--- src/rtl/ipv_pkg.sv ---
package ipv_pkg;
  localparam int unsigned CH_MAX = 16;
  typedef enum logic [0:0] {
    RD_IDLE = 1'b0,
    RD_TAKE = 1'b1
  } rd_op_e;
endpackage

--- src/rtl/ipv_pending_bank.sv ---
module ipv_pending_bank #(
  parameter int unsigned N_CH = 16
) (
  input  logic            clk_i,
  input  logic            rst_ni,
  input  logic [N_CH-1:0] set_i,
  input  logic [N_CH-1:0] clr_i,
  output logic [N_CH-1:0] pend_o
);
  logic [N_CH-1:0] pend_q;

  for (genvar i = 0; i < N_CH; i++) begin : g_flag
    always_ff @(posedge clk_i or negedge rst_ni) begin
      if (!rst_ni) pend_q[i] <= 1'b0;
      else if (set_i[i]) pend_q[i] <= 1'b1;  // new event beats clear
      else if (clr_i[i]) pend_q[i] <= 1'b0;
    end
  end

  assign pend_o = pend_q;
endmodule

--- src/rtl/ipv_prio_enc.sv ---
module ipv_prio_enc #(
  parameter int unsigned N_CH    = 16,
  parameter int unsigned FIELD_W = 6
) (
  input  logic [N_CH-1:0]    req_i,
  output logic [N_CH-1:0]    grant_o,
  output logic [FIELD_W-1:0] code_o,
  output logic               any_o
);
  logic [N_CH:0] seen;

  assign seen[0] = 1'b0;
  for (genvar i = 0; i < N_CH; i++) begin : g_chain
    assign grant_o[i] = req_i[i] & ~seen[i];
    assign seen[i+1]  = seen[i] | req_i[i];
  end
  assign any_o = seen[N_CH];

  always_comb begin
    code_o = '0;
    for (int i = 0; i < N_CH; i++) begin
      if (grant_o[i]) code_o = code_o | FIELD_W'(i + 1);
    end
  end
endmodule

--- src/rtl/ipv_read_port.sv ---
module ipv_read_port #(
  parameter int unsigned FIELD_W = 6,
  parameter int unsigned DATA_W  = 32
) (
  input  logic                  clk_i,
  input  logic                  rst_ni,
  input  ipv_pkg::rd_op_e       op_i,
  input  logic [FIELD_W-1:0]    code_i,
  output logic [DATA_W-1:0]     rdata_o
);
  localparam int unsigned PAD_W = DATA_W - FIELD_W;
  logic [FIELD_W-1:0] code_q;

  always_ff @(posedge clk_i or negedge rst_ni) begin
    if (!rst_ni) code_q <= '0;
    else if (op_i == ipv_pkg::RD_TAKE) code_q <= code_i;
  end

  assign rdata_o = {{PAD_W{1'b0}}, code_q};
endmodule

--- src/rtl/ipv_vector_reg.sv ---
module ipv_vector_reg #(
  parameter int unsigned N_CH    = ipv_pkg::CH_MAX,
  parameter int unsigned FIELD_W = 6,
  parameter int unsigned DATA_W  = 32
) (
  input  logic              clk_i,
  input  logic              rst_ni,
  input  logic [N_CH-1:0]   evt_i,
  input  logic [N_CH-1:0]   en_i,
  input  logic              rd_i,
  output logic [DATA_W-1:0] rdata_o,
  output logic              irq_o
);
  logic [N_CH-1:0]    pend;
  logic [N_CH-1:0]    req;
  logic [N_CH-1:0]    grant;
  logic [N_CH-1:0]    clr;
  logic [FIELD_W-1:0] code;
  logic               any_req;
  ipv_pkg::rd_op_e    op;

  assign req = pend & en_i;
  assign op  = rd_i ? ipv_pkg::RD_TAKE : ipv_pkg::RD_IDLE;
  assign clr = (op == ipv_pkg::RD_TAKE) ? grant : '0;

  ipv_pending_bank #(.N_CH(N_CH)) u_bank (
    .clk_i (clk_i),
    .rst_ni(rst_ni),
    .set_i (evt_i),
    .clr_i (clr),
    .pend_o(pend)
  );

  ipv_prio_enc #(.N_CH(N_CH), .FIELD_W(FIELD_W)) u_enc (
    .req_i  (req),
    .grant_o(grant),
    .code_o (code),
    .any_o  (any_req)
  );

  ipv_read_port #(.FIELD_W(FIELD_W), .DATA_W(DATA_W)) u_port (
    .clk_i  (clk_i),
    .rst_ni (rst_ni),
    .op_i   (op),
    .code_i (code),
    .rdata_o(rdata_o)
  );

  assign irq_o = any_req;
endmodule

--- config.mk ---
export PLATFORM = sky130hd
export DESIGN_NAME = ipv_vector_reg
export DESIGN_NICKNAME = d
export VERILOG_FILES = /design/src/rtl/ipv_pkg.sv /design/src/rtl/ipv_pending_bank.sv /design/src/rtl/ipv_prio_enc.sv /design/src/rtl/ipv_read_port.sv /design/src/rtl/ipv_vector_reg.sv
export SDC_FILE = /design/constraint.sdc
export NUM_CORES = 1
export LEC_CHECK = 0
export CORE_ASPECT_RATIO = 0.8
export CORE_UTILIZATION = 37
export DETAILED_ROUTE_END_ITERATION = 10
export PLACE_DENSITY = 0.77
export SETUP_SLACK_MARGIN = 0.1
export SKIP_CTS_REPAIR_TIMING = 1
export SYNTH_ARGS = -nofsm -noshare
export SYNTH_HDL_FRONTEND = slang
export SYNTH_SLANG_ARGS = --single-unit
--- constraint.sdc ---
create_clock -name clk_i -period 2.3 [get_ports clk_i]
set_input_delay 0.46 -clock clk_i [delete_from_list [all_inputs] [get_ports clk_i]]
set_output_delay 0.46 -clock clk_i [all_outputs]
set_load 0.1 [all_outputs]
* Yosys cells after proc, flatten, opt, wreduce, memory -nomap -nowiden
Index checks and enable logic that the tools add are counted.
** Storage, ports and cells
- Flip-flop bits (word level) :: 22
- Bits of input ports :: 35
- Output and inout bits :: 33
- Logic and storage cells :: 129
** Operators by class
- Multiplexer cells :: 50
- Bitwise gates (word level) :: 46
- Reduce and logical (&&, ||, !) cells :: 16
** Operators by type and width (number)
- 1-bit two-way mux :: 34
- 4-bit two-way mux :: 8
- 2-bit nonzero test :: 16
- 16-bit AND :: 1
- 16-bit two-way mux :: 1
- 1-bit AND :: 15
- 1-bit NOT :: 15
- 1-bit bitwise OR :: 15
- 3-bit two-way mux :: 4
- 5-bit two-way mux :: 1
- 2-bit two-way mux :: 2

* Longest topological paths before layout
- Word-level depth :: 20
- Gate-level depth with buffers :: 4
- Mapped depth without buffers :: 4

* By module
From an unflattened synthesis, not the netlist that was laid out.
** Second synthesis, totals
- Cells, all modules :: 175
- Area, all modules :: 1599.0 um^2
** Modules (own cells, without submodules)
- ipv_pending_bank :: times used 1, cells each 48, area an instance 580.6 um^2, seq. area each 400.4 um^2
- ipv_read_port :: times used 1, cells each 40, area an instance 450.4 um^2, seq. area each 150.1 um^2
- ipv_prio_enc :: times used 1, cells each 54, area an instance 341.6 um^2, seq. area each 0.0 um^2
- ipv_vector_reg :: times used 1, cells each 33, area an instance 226.5 um^2, seq. area each 0.0 um^2

* Least setup slack after synthesis
No wires, ideal clock.
- Path type :: input to output
- Start point :: in en_i[0]
- End point :: out irq_o
- Arrival :: 1821 ps
- Required time :: 1840 ps
- Path slack :: 19 ps
- Cell stages on the path :: 4
- Buffers on the path :: 0
- Path through :: a222oi_1 > nand3_1 > nor2_1 > nand2_1
** Between the ends
- Cells in the longest elaborated chain, start to end :: 16
** RTL lines
- start, declared :: line ipv_vector_reg.sv:9 : input logic [N_CH-1:0] en_i,
- 16-bit AND :: line ipv_vector_reg.sv:22 : assign req = pend & en_i;
- 1-bit bitwise OR (15 in series) :: line ipv_prio_enc.sv:15 : assign seen[i+1] = seen[i] | req_i[i];
- end, declared :: line ipv_vector_reg.sv:12 : output logic irq_o
Every way passes these cells.

* Worst setup path in the final report
- Start point :: in en_i[6]
- End point :: out irq_o
** Between the ends
- Cells in the longest elaborated chain, start to end :: 11
** RTL lines (line)
- 16-bit AND :: ipv_vector_reg.sv:22
- 1-bit bitwise OR (10 in series) :: ipv_prio_enc.sv:15
Every way passes these cells.

==> flow_metrics.env <==
export IMPL_status="finished clean"
export IMPL_fmax_ghz=0.4637
export IMPL_grt_max_degree=22
export IMPL_ys_seq_area_share_pct=41.14
export IMPL_area_delta_synth_final_pct=44.56
export IMPL_first_global_vias=1101
export IMPL_yosysWarnings=0
export IMPL_clock_sinks=21
export IMPL_grt_remaining_overflow=0
export IMPL_rows=18
export IMPL_synth_seq_cells=21
export IMPL_end_kind="output pin"
export IMPL_mostFrequentLayoutCell="conb_1"
export IMPL_clockBufferDepth=2
export IMPL_cts_made_buffers=3
export IMPL_tritoncts="yes"
export IMPL_fin_crit_ps=2157
export IMPL_min_period_over_period_pct=93.77
export IMPL_setup_slack_ps=143.3
export IMPL_setup_violations_final=0
export IMPL_pre_cts_ws_ps=-65.79
export IMPL_pwr_share_clk_pct=23.1
export IMPL_detail_route_antenna_nets=0
export IMPL_synth_area_top_cells="dfrtp_1, buf_4, a21o_1, nand2_1, a22oi_1"
export IMPL_core_um2=3176
export IMPL_dp_cells=230
export IMPL_ir_worst_vdd_mv=0.3383
export IMPL_p_int_mw=0.6025
export IMPL_drive_above_1_share_pct=17.35
export IMPL_hpwl_um=2432
export IMPL_worstReg2RegStart="u_bank.pend_o[1]$_DFFE_PN0P_"
export IMPL_clk_pin_slew_ps=70
export IMPL_setup_tns_ps=0
export IMPL_rsz0062_at_grt="false"
export IMPL_die_y_um=54.56
export IMPL_min_path_type="reg2reg"
export IMPL_synth_top_area_cell="dfrtp_1"
export IMPL_grt_pass1_wl_um=4712
export IMPL_skew_ps=8.211
export IMPL_hold_viol=0
export IMPL_maxCapViolCount=0
export IMPL_antennaDiodeCount=0
export IMPL_hp_start="u_port.code_q[4]$_DFFE_PN0P_"
export IMPL_path_max_fanout=3
export IMPL_final_nets=232
export IMPL_worstSetupStartpoint="en_i[6]"
export IMPL_layout_common_cells="conb_1, clkdlybuf4s50_1, dfrtp_1"
export IMPL_critPathArrivalTime_ps=1700
export IMPL_globalplace_congestion=0.8751
export IMPL_p_comb_share_pct=39.3
export IMPL_wl_per_cell_um=13.18
export IMPL_swShare_pct=41.62
export IMPL_io_buffer_count=40
export IMPL_drtIter0Drc=36
export IMPL_slew_viol_final=0
export IMPL_num_vias=1219
export IMPL_syn_inst=139
export IMPL_synth_cell_area_um2=1277
export IMPL_criticalPathCategory="in2out"
export IMPL_drcViolationCount=0
export IMPL_power_total_mw=1.032
export IMPL_worstSkewPairLatency_ps=260
export IMPL_die_area_um2=3693
export IMPL_avgSynthCellArea_um2=9.190
export IMPL_cts_root_buf="clkbuf_8"
export IMPL_p_sw_mw=0.4296
export IMPL_firstDrtPassIters=4
export IMPL_die_x_um=67.70
export IMPL_grt_total_usage_pct=17.73
export IMPL_p_per_area_nw_per_um2=558.9
export IMPL_antenna_found_initial=0
export IMPL_worstPathRequired_ps=1840
export IMPL_netlist_area_leader_share_pct=41.14
export IMPL_synth_cell_types=31
export IMPL_via_per_inst=5.165
export IMPL_p_seq_share_pct=37.7
export IMPL_fin_cells=236
export IMPL_htree_levels=1
export IMPL_post_route_util_pct=58.16
export IMPL_start_util_pct=40.23
export IMPL_ios=68
export IMPL_routed_wl_um=3110
export IMPL_cp_start_kind="input pin"
export IMPL_p_leak_nw=0.8407
worst paths after layout:
path	cells past startpoint	endpoint	slack (ps)
worst min-delay path	2	u_port.code_q[4]$_DFFE_PN0P_	510
max in group asynchronous	2	u_bank.pend_o[10]$_DFFE_PN0P_	1520
worst min register to register	2	u_port.code_q[4]$_DFFE_PN0P_	510
worst max-delay path	6	irq_o	140
min in group asynchronous	2	u_port.code_q[3]$_DFFE_PN0P_	550
worst max register to register	5	u_bank.pend_o[10]$_DFFE_PN0P_	530
power groups by stage:
| stage | Combinational (mW) | Clock, mW | Sequential (mW) |
|---|---|---|---|
| after floorplan | 0.273 | 0 | 0.441 |
| after global placement | 0.395 | 0 | 0.395 |
| after detailed placement | 0.399 | 0 | 0.395 |
| after CTS | 0.400 | 0.249 | 0.388 |
| after global routing | 0.423 | 0.268 | 0.390 |
| final | 0.405 | 0.238 | 0.389 |
cell families after synthesis:
kind of cell	after synthesis	share of synthesized area (%)
and+or+nand+nor	48	18.90
AOI/OAI and AO/OA	39	22.92
buffers and inverters	30	16.75
DFF	21	41.14
other	1	0.2935
through the flow:
step | hold WS [ps] | cell area, um^2
final | 509.6 | 1847
after global routing | 544.6 | 1847
after CTS | 512.4 | 1762
after detailed placement | 493.7 | 1717
after global placement | 477.2 | 1717
after floorplan | 164.4 | 1378
area by class of cell:
cell class	count	area (um^2)
Multi-Input combinational cell	114	680.7
Fill cell	270	1329
Timing Repair Buffer	55	538.0
Clock buffer	4	45.04
Tap cell	40	50.05
Inverter	2	7.507
Sequential cell	21	525.5
worst max-delay path, cell delays in order:
cell,delay (ps)
clkdlybuf4s50_1,460
a22oi_2,270
nand3_2,140
nor2_4,130
nand2_2,70
buf_12,170
state kept, by name (all words and copies together) (netlist names):
| name | count |
|---|---|
| u_port.code_q | 5 |
| u_bank.pend_o | 16 |
metal layers:
metal | part of all wire (%) | GRT usage [%]
met1 | 39 | 20.15
met2 | 50 | 30.03
met3 | 9.4 | 6.667
met4 | 1.4 | 7.447
met5 | 0 | 0
synth_stat cells (all sizes together):
cell type  count
o211ai         1
inv            2
nand2         18
a21oi          1
buf           27
o41ai          1
conb           1
nor2           4
a21o          13
nand4          7
a311oi         1
o31ai          1
nand2b         3
nand3b         1
o22ai          1
a222oi         1
a221oi         1
and4           2
dfrtp         21
nor2b          2
a32oi          1
and2           2
a32o           1
a22oi          6
clkbuf         1
a31o           1
a41oi          1
a22o           3
and3           1
nand3          8
o21ai          5
No activity file was read; power rests on OpenSTA's default activity.
